<file path="config.mk">
export PLATFORM = sky130hd
export DESIGN_NAME = match_ctrl
export DESIGN_NICKNAME = d
export VERILOG_FILES = /design/src/rtl/match_pkg.sv /design/src/rtl/match_fsm.sv /design/src/rtl/countdown_timer.sv /design/src/rtl/score_keeper.sv /design/src/rtl/result_judge.sv /design/src/rtl/match_ctrl.sv
export SDC_FILE = /design/constraint.sdc
export NUM_CORES = 1
export LEC_CHECK = 0
export ABC_AREA = 1
export BUFFER_PORTS_ARGS = -buffer_cell sky130_fd_sc_hd__buf_2
export CAP_MARGIN = 10
export CORE_ASPECT_RATIO = 0.6
export CORE_MARGIN = 10
export CORE_UTILIZATION = 55
export DETAILED_ROUTE_END_ITERATION = 10
export MAX_ROUTING_LAYER = met4
export PLACE_DENSITY_LB_ADDON = 0.2
export SYNTH_ARGS = -nofsm -noshare
export SYNTH_HDL_FRONTEND = slang
export SYNTH_HIERARCHICAL = 1
export SYNTH_SLANG_ARGS = --single-unit
</file>
<file path="constraint.sdc">
create_clock -name clk -period 3.6 [get_ports clk]
set_input_delay 0.18 -clock clk [delete_from_list [all_inputs] [get_ports clk]]
set_output_delay 0.18 -clock clk [all_outputs]
set_load 0.05 [all_outputs]
</file>
<file path="src/rtl/match_pkg.sv">
package match_pkg;
    localparam int DIGIT_W = 4;
    localparam int RES_W   = 3;
    localparam int RES_A    = 0;
    localparam int RES_B    = 1;
    localparam int RES_DRAW = 2;
    localparam int SIDES    = 2;

    typedef logic [DIGIT_W-1:0] bcd_t;

    typedef struct packed {
        bcd_t tens;
        bcd_t units;
    } bcd2_t;

    typedef enum logic [1:0] {
        ST_IDLE = 2'd0,
        ST_PLAY = 2'd1,
        ST_OVER = 2'd2
    } match_state_t;
endpackage

</file>
<file path="src/rtl/match_fsm.sv">
module match_fsm
    import match_pkg::*;
(
    input  logic         clk,
    input  logic         rst,
    input  logic         start_key,
    input  logic         last_tick,
    output match_state_t state,
    output logic         load,
    output logic         play_en,
    output logic         judge_en
);
    match_state_t state_q, state_d;

    // next-state logic
    always_comb begin
        state_d = state_q;
        unique case (state_q)
            ST_IDLE: if (start_key) state_d = ST_PLAY;
            ST_PLAY: if (last_tick) state_d = ST_OVER;
            ST_OVER: if (start_key) state_d = ST_PLAY;
            default: state_d = ST_IDLE;
        endcase
    end

    // state register
    always_ff @(posedge clk) begin
        if (rst) state_q <= ST_IDLE;
        else     state_q <= state_d;
    end

    // outputs
    always_comb begin
        load     = 1'b0;
        play_en  = 1'b0;
        judge_en = 1'b0;
        unique case (state_q)
            ST_IDLE: load = start_key;
            ST_PLAY: play_en = 1'b1;
            ST_OVER: begin
                judge_en = 1'b1;
                load     = start_key;
            end
            default: ;
        endcase
    end

    assign state = state_q;
endmodule

</file>
<file path="src/rtl/countdown_timer.sv">
module countdown_timer
    import match_pkg::*;
#(
    parameter int MATCH_SECONDS = 90
) (
    input  logic  clk,
    input  logic  rst,
    input  logic  load,
    input  logic  run,
    input  logic  sec_tick,
    output bcd2_t remain,
    output logic  last_tick
);
    localparam bcd_t LOAD_TENS  = bcd_t'(MATCH_SECONDS / 10);
    localparam bcd_t LOAD_UNITS = bcd_t'(MATCH_SECONDS % 10);

    bcd2_t cnt_q;
    logic  at_zero;
    logic  at_one;

    assign at_zero   = (cnt_q.tens == '0) && (cnt_q.units == '0);
    assign at_one    = (cnt_q.tens == '0) && (cnt_q.units == bcd_t'(1));
    assign last_tick = run && sec_tick && at_one;

    always_ff @(posedge clk) begin
        if (rst || load) begin
            cnt_q.tens  <= LOAD_TENS;
            cnt_q.units <= LOAD_UNITS;
        end else if (run && sec_tick && !at_zero) begin
            if (cnt_q.units == '0) begin
                cnt_q.units <= bcd_t'(9);
                cnt_q.tens  <= cnt_q.tens - bcd_t'(1);
            end else begin
                cnt_q.units <= cnt_q.units - bcd_t'(1);
            end
        end
    end

    assign remain = cnt_q;
endmodule

</file>
<file path="src/rtl/score_keeper.sv">
module score_keeper
    import match_pkg::*;
(
    input  logic  clk,
    input  logic  rst,
    input  logic  clear,
    input  logic  enable,
    input  logic  goal,
    output bcd2_t score
);
    bcd2_t cnt_q;
    logic  full;

    assign full = (cnt_q.tens == bcd_t'(9)) && (cnt_q.units == bcd_t'(9));

    always_ff @(posedge clk) begin
        if (rst || clear) begin
            cnt_q <= '0;
        end else if (enable && goal && !full) begin
            if (cnt_q.units == bcd_t'(9)) begin
                cnt_q.units <= '0;
                cnt_q.tens  <= cnt_q.tens + bcd_t'(1);
            end else begin
                cnt_q.units <= cnt_q.units + bcd_t'(1);
            end
        end
    end

    assign score = cnt_q;
endmodule

</file>
<file path="src/rtl/result_judge.sv">
module result_judge
    import match_pkg::*;
(
    input  logic             valid,
    input  bcd2_t            score_a,
    input  bcd2_t            score_b,
    output logic [RES_W-1:0] result
);
    logic a_ahead;
    logic b_ahead;

    always_comb begin
        if (score_a.tens != score_b.tens) begin
            a_ahead = score_a.tens > score_b.tens;
            b_ahead = score_b.tens > score_a.tens;
        end else begin
            a_ahead = score_a.units > score_b.units;
            b_ahead = score_b.units > score_a.units;
        end
    end

    always_comb begin
        result = '0;
        if (valid) begin
            if (a_ahead)      result[RES_A]    = 1'b1;
            else if (b_ahead) result[RES_B]    = 1'b1;
            else              result[RES_DRAW] = 1'b1;
        end
    end
endmodule

</file>
<file path="src/rtl/match_ctrl.sv">
module match_ctrl
    import match_pkg::*;
#(
    parameter int MATCH_SECONDS = 90
) (
    input  logic             clk,
    input  logic             rst,
    input  logic             start_key,
    input  logic             sec_tick,
    input  logic             goal_a,
    input  logic             goal_b,
    output logic [DIGIT_W-1:0] score_a_tens,
    output logic [DIGIT_W-1:0] score_a_units,
    output logic [DIGIT_W-1:0] score_b_tens,
    output logic [DIGIT_W-1:0] score_b_units,
    output logic [DIGIT_W-1:0] time_tens,
    output logic [DIGIT_W-1:0] time_units,
    output logic             play_en,
    output logic [RES_W-1:0] result
);
    match_state_t state;
    logic         load;
    logic         judge_en;
    logic         last_tick;
    bcd2_t        remain;
    bcd2_t        scores [SIDES];
    logic [SIDES-1:0] goals;

    assign goals = {goal_b, goal_a};

    match_fsm u_fsm (
        .clk       (clk),
        .rst       (rst),
        .start_key (start_key),
        .last_tick (last_tick),
        .state     (state),
        .load      (load),
        .play_en   (play_en),
        .judge_en  (judge_en)
    );

    countdown_timer #(.MATCH_SECONDS(MATCH_SECONDS)) u_timer (
        .clk       (clk),
        .rst       (rst),
        .load      (load),
        .run       (state == ST_PLAY),
        .sec_tick  (sec_tick),
        .remain    (remain),
        .last_tick (last_tick)
    );

    for (genvar s = 0; s < SIDES; s++) begin : g_side
        score_keeper u_score (
            .clk    (clk),
            .rst    (rst),
            .clear  (load),
            .enable (play_en),
            .goal   (goals[s]),
            .score  (scores[s])
        );
    end

    result_judge u_judge (
        .valid   (judge_en),
        .score_a (scores[0]),
        .score_b (scores[1]),
        .result  (result)
    );

    assign score_a_tens  = scores[0].tens;
    assign score_a_units = scores[0].units;
    assign score_b_tens  = scores[1].tens;
    assign score_b_units = scores[1].units;
    assign time_tens     = remain.tens;
    assign time_units    = remain.units;
endmodule

</file>
==> impl_metrics.csv, run 1 <==
group,metric,value,unit
die,pin_count,34,
synth,synth-seq-cells,26,
place,io_buffers,33,
setup_path,worst_ep_required_time,3.42,ns
die,core_area,3240,sq um
die,die-area,6140,sq um
die,initial_core_util,56.8,%
final_layout,syn2layout_area_growth,14.3,%
cts,post_cts_resized,0,
sta,fmax,486,MHz
power,powerDensity,264,nW/um^2
drt,remaining_drc_errors,0,
power,pwr-share-comb,16.5,%
place,gp_congestion,0.830,
drt,met1_length,2.03,mm
place,place_ws,1.83,ns
die,die_h,64.8,um
drt,wl_met2,1.62,mm
sta,hold_viol_final,0,
cts,htree_num_levels,1,
final_layout,diodes,0,
cts,cts_hold_buf,0,
sta,fin_ws,1.54,ns
setup_path,r2r_end,"g_side[0].u_score/score[4]$_SDFFE_PP0P_",
place,hpwlAfterDp,3.18,mm
job,maxCapViolations,0,
power,clockPowerShare,29.5,%
drt,routed_wl,3.92,mm
sta,post-route-period-util,57.2,%
final_layout,final_cell_mix,"65 x nand2_1, 47 x inv_1, 33 x buf_2, 27 x nor2_1, 26 x dfxtp_1",
sta,slew_headroom,72.0,%
sta,skew,0.00348,ns
setup_path,cp_slowest_cell,"dfxtp_1",
grt,antenna_found_initial,0,
cts,clockBufferDepth,2,
cts,cts_tree,"yes",
drt,via_per_inst,4.86,
power,p_int,0.393,mW
die,placementRows,16,
sta,grt_setup_unrepaired,"false",
power,p_seq_share,54.0,%
setup_path,r2r_start,"u_fsm/state[0]$_SDFFE_PP0P_",
synth,seq_area_frac_synth,28.3,%
cts,cts.sinks,26,
synth,synth_cells,275,
grt,grt_pass1_vias,1469,
setup_path,crit_start,"g_side[0].u_score/score[6]$_SDFFE_PP0P_",
drt,routedWlPerCell,11.0,um
drt,dr_total_vias,1729,
setup_path,path_cells,"inv_1 > ha_1 > nand2_1 > nor2_2 > inv_2 > nand3_2 > nand3_2 > nor2_1 > buf_2",
sta,setup_viol,0,
grt,overflow,0,
setup_path,crit_arrival,1.88,ns
synth,synth_area,1840,sq um
drt,drt-initial-drc-count,87,
cts,cts_setup_buffers,0,
grt,grt_usage,13.5,%
setup_path,crit_type,"flip-flop to primary output",
setup_path,critPathMaxStageDelay,0.48,ns
setup_path,endpoint_kind,"primary output",
hold_path,hold_path_depth,2,
setup_path,r2r_slack,2.08,ns
drt,highest_layer,"met4",
setup_path,worstSetupEndpoint,"result[1]",
power,p_leak,1.06,nW
setup_path,crit_top_cell,"nand3_2",
final_layout,fill_cells,319,
synth,ys_warn_count,6,
cts,clock-root-buffer,"clkbuf_8",
power,p_sw_share,29.2,%
synth,synth_fp_nets,295,
sta,period_needed,2.06,ns
cts,path_clk_slew,0.09,ns
hold_path,min_path_type,"input port to flip-flop",
power,peakVddDrop,0.134,mV
sta,finalSetupTns,0,ns
setup_path,reg2reg_depth,9,
setup_path,path_max_fanout,7,
drt,dr.pass1.iters,4,
cts,cts_made_buffers,3,
die,die_w,94.7,um
drt,met3_length,247,um
cts,insertion_delay,0.27,ns
synth,netlist-cell-type-count,25,
final_layout,layout_commonest_cell,"nand2_1",
final_layout,nNetsFinal,333,
sta,slew_viol_final,0,
sta,tightest_slew,0.419,ns
synth,syn-mean-instance-area,6.70,sq um
drt,ant_nets,0,
power,power.switching,0.163,mW
grt,grt_pass1_wl,6.77,mm
status,status,"finished clean",
setup_path,critPathLaunchType,"flip-flop",
final_layout,drive_gt1_share,20.9,%
grt,grt_start_max_net_pins,14,
state kept, by name, summed over array words and instances, names as in the netlist:
name and cells:
u_timer/remain 8, u_fsm/state 2, g_side.u_score/score 16
cells in the mapped netlist:
| cell type | instances | share of area, % |
|---|---|---|
| a21boi_1 | 1 | 0.41 |
| nand3_4 | 1 | 0.95 |
| nor2_1 | 27 | 5.5 |
| nor2_2 | 4 | 1.4 |
| a21oi_1 | 20 | 5.4 |
| nor2_4 | 5 | 3.1 |
| nand3_2 | 2 | 1.1 |
| ha_1 | 14 | 9.5 |
| nand2_1 | 65 | 13 |
| nand2_2 | 3 | 1.0 |
| nand2_4 | 5 | 3.1 |
| inv_1 | 47 | 9.6 |
| xnor2_1 | 1 | 0.48 |
| nand3_1 | 25 | 6.8 |
| clkinv_1 | 1 | 0.20 |
| nor2_8 | 2 | 2.2 |
| o21ai_2 | 1 | 0.48 |
| nand4_1 | 5 | 1.7 |
| nor3_1 | 3 | 0.81 |
| o21ai_0 | 7 | 1.9 |
| a21oi_2 | 1 | 0.48 |
| dfxtp_1 | 26 | 28 |
| inv_2 | 5 | 1.0 |
| xor2_1 | 2 | 0.95 |
| o21ai_1 | 2 | 0.54 |
worst min-delay path by stage:
stage | from | to
floorplan | rst | u_fsm/state[1]$_SDFFE_PP0P_
global placement | rst | u_fsm/state[1]$_SDFFE_PP0P_
detailed placement | rst | u_fsm/state[1]$_SDFFE_PP0P_
CTS | rst | u_fsm/state[1]$_SDFFE_PP0P_
global route | rst | u_fsm/state[1]$_SDFFE_PP0P_
finish | rst | u_fsm/state[1]$_SDFFE_PP0P_
critical path, delay by kind of cell, from the launching register on:
family | cells | cell delay (ns)
simple gates | 5 | 0.44
buf+inv | 3 | 0.40
fa+ha+maj | 1 | 0.28
flops | 1 | 0.48
power groups by stage:
stage | registers (mW) | clock network, mW | logic [mW]
after detailed placement | 0.307 | 0 | 0.0919
after floorplan | 0.321 | 0 | 0.0575
final | 0.300 | 0.164 | 0.0919
after global placement | 0.307 | 0 | 0.0910
after global routing | 0.302 | 0.185 | 0.102
after CTS | 0.300 | 0.170 | 0.0921
final cells by class:
cell class                      instances  area [sq um]  share of cell area, %
Multi-Input combinational cell        196          1120                   53.3
Clock buffer                            3          41.3                   1.96
Sequential cell                        26           520                   24.7
Timing Repair Buffer                   33           165                   7.85
Tap cell                               45          56.3                   2.68
Inverter                               53           199                   9.45
metal layers:
metal	GRT usage (%)	vias up
li1	-	948
met1	19.5	742
met2	18.3	37
met3	3.68	2
met4	2.23	0
met5	-	-
metrics by stage:
stage / instances / cell area, sq um / total power [mW] / utilization [%] / hold slack (ns)
after floorplan: 275 / 1840 / 0.378 / - / 0.242
after global placement: 353 / 2060 / 0.398 / 63.6 / 0.412
after detailed placement: 353 / 2060 / 0.399 / 63.6 / 0.417
after CTS: 356 / 2100 / 0.563 / 64.9 / 0.119
after global routing: 356 / 2100 / 0.589 / 64.9 / 0.119
final: 356 / 2100 / 0.556 / 64.9 / 0.126
cell families (layout without fill, tap and decap cells):
group | count (synthesis) | count (layout) | synth area share [%]
and+or+nand+nor | 147 | 147 | 40.8
buffers and inverters | 53 | 89 | 10.8
AOI/OAI and AO/OA | 32 | 32 | 9.24
DFF | 26 | 26 | 28.3
adders and majority gates | 14 | 14 | 9.51
xor gates and xnor gates | 3 | 3 | 1.43
No activity file was read; power rests on OpenSTA's default activity.
==> inputs of run 2 (changes only) <==
--- a/config.mk
+++ b/config.mk
@@ -10,7 +10,7 @@
 export CAP_MARGIN = 10
 export CORE_ASPECT_RATIO = 0.6
 export CORE_MARGIN = 10
-export CORE_UTILIZATION = 55
+export CORE_UTILIZATION = 50
 export DETAILED_ROUTE_END_ITERATION = 10
 export MAX_ROUTING_LAYER = met4
 export PLACE_DENSITY_LB_ADDON = 0.2
==> constraint.sdc (replaced) <==
create_clock -name clk -period 1.7 [get_ports clk]
set_input_delay 0.085 -clock clk [delete_from_list [all_inputs] [get_ports clk]]
set_output_delay 0.085 -clock clk [all_outputs]
set_load 0.05 [all_outputs]
==> impl_metrics.csv, run 2 (same netlist as run 1, synthesis figures left out) <==
group,metric,value,unit
final_layout,final_cell_mix,"59 x nand2_1, 40 x inv_1, 30 x buf_2, 24 x nand3_1, 24 x nor2_1",
final_layout,multiInputGateArea,1270,sq um
sta,setup_viol,3,
sta,slew_headroom,66.3,%
drt,routedWlPerCell,13.3,um
setup_path,cp_num_buf_inv,2,
sta,tightest_slew,0.503,ns
die,die-area,6590,sq um
sta,finalSetupTns,-0.153,ns
cts,insertion_delay,0.27,ns
final_layout,drive_gt1_share,36.5,%
power,peakVddDrop,0.473,mV
final_layout,syn2layout_area_growth,32.1,%
cts,cts_hold_buf,0,
final_layout,layout_commonest_cell,"nand2_1",
sta,hold_viol_final,0,
job,maxCapViolations,0,
status,status,"finished, violations left",
final_layout,nNetsFinal,347,
sta,period_needed,1.76,ns
final_layout,fill_cells,283,
cts,cts_tree,"yes",
drt,routed_wl,4.93,mm
drt,dr_total_vias,1876,
setup_path,critPathMaxStageDelay,0.36,ns
drt,via_per_inst,5.06,
die,die_h,67.0,um
place,hpwlAfterDp,3.44,mm
grt,overflow,0,
sta,slew_viol_final,0,
power,p_leak,1.17,nW
sta,grt_setup_unrepaired,"true",
grt,antenna_found_initial,0,
drt,remaining_drc_errors,0,
drt,dr.pass1.iters,4,
setup_path,endpoint_kind,"primary output",
setup_path,reg2reg_depth,7,
die,initial_core_util,54.1,%
cts,clockBufferDepth,2,
die,pin_count,34,
setup_path,critPathLaunchType,"flip-flop",
place,place_ws,0.0678,ns
power,power,1.26,mW
grt,grt_start_max_net_pins,15,
drt,drt-initial-drc-count,108,
sta,skew,0.00337,ns
sta,fmax,569,MHz
hold_path,min_path_type,"input port to flip-flop",
grt,grt_pass1_wl,7.65,mm
cts,clock-root-buffer,"clkbuf_8",
die,placementRows,16,
cts,cts.sinks,26,
final_layout,regArea,548,sq um
cts,htree_num_levels,1,
setup_path,crit_arrival,1.67,ns
power,powerDensity,517,nW/um^2
setup_path,cp.depth,9,
sta,post-route-period-util,103,%
setup_path,crit_type,"flip-flop to primary output",
final_layout,diodes,0,
grt,grt_usage,14.3,%
place,gp_congestion,0.935,
hold_path,hold_path_depth,2,
sta,fin_ws,-0.0568,ns
setup_path,cp_slowest_cell,"dfxtp_4",
setup_path,path_cells,"inv_2 > ha_4 > nand2_1 > nand2_1 > nand2_4 > nand3_4 > nand3_4 > nor2_4 > buf_8",
status,violations,"negative setup slack",
drt,ant_nets,0,
setup_path,path_delay_family,"simple AND/OR/NAND/NOR gates",
place,io_buffers,33,
setup_path,worst_ep_required_time,1.62,ns
final_layout,largest_reg_flops,16,
setup_path,path_max_fanout,2,
die,die_w,98.4,um
grt,grt_pass1_vias,1610,
cts,path_clk_slew,0.10,ns
die,core_area,3400,sq um
cts,cts_made_buffers,3,
run 2: final timing paths:
path                                              to  slack (ns)                                    start
max reg2reg  g_side[1].u_score/score[7]$_SDFFE_PP0P_        0.14              u_fsm/state[0]$_SDFFE_PP0P_
min reg2reg           u_timer/remain[4]$_SDFFE_PP1P_        0.50           u_timer/remain[4]$_SDFFE_PP1P_
max                                        result[2]       -0.06  g_side[0].u_score/score[5]$_SDFFE_PP0P_
min                      u_fsm/state[1]$_SDFFE_PP0P_        0.02                                      rst
run 2: cell type report:
type | instances | area share [%]
repair buffers | 47 | 12.3
clock buffers | 4 | 2.26
well taps | 45 | 2.31
inverters | 53 | 8.28
multi-input cells | 196 | 52.3
flip-flops and latches | 26 | 22.5
run 2: timing repair:
item                                   CTS  global route
endpoints found under the hold margin    0             0
setup endpoints to repair                3             4
resized for setup                       29            15
pin swaps                               11             7
cloned                                   0             0
setup buffers                            4             1
run 2: metrics by stage:
step | hold WS (ns) | std cells | area (sq um) | utilization (%)
floorplan | 0.147 | 275 | 1880 | -
global placement | 0.309 | 362 | 2170 | 63.7
detailed placement | 0.315 | 362 | 2170 | 63.7
CTS | 0.0196 | 370 | 2380 | 69.8
global route | 0.0276 | 371 | 2430 | 71.5
finish | 0.0203 | 371 | 2430 | 71.5
run 2: where the power goes:
part / switching, mW / total (mW) / leakage [nW] / internal [mW]
clock network: 0.209 / 0.417 / 0.0288 / 0.208
registers: 0.0165 / 0.631 / 0.219 / 0.614
logic: 0.152 / 0.212 / 0.928 / 0.0592
run 2: per-layer routing:
| metal | vias up | wire length (um) | GRT usage [%] | part of all wire [%] |
|---|---|---|---|---|
| li1 | 973 | - | - | - |
| met1 | 832 | 2410 | 19.6 | 49 |
| met2 | 63 | 2100 | 19.9 | 43 |
| met3 | 8 | 364 | 3.81 | 7.4 |
| met4 | 0 | 50 | 3.91 | 1.0 |
| met5 | - | 0 | - | 0 |
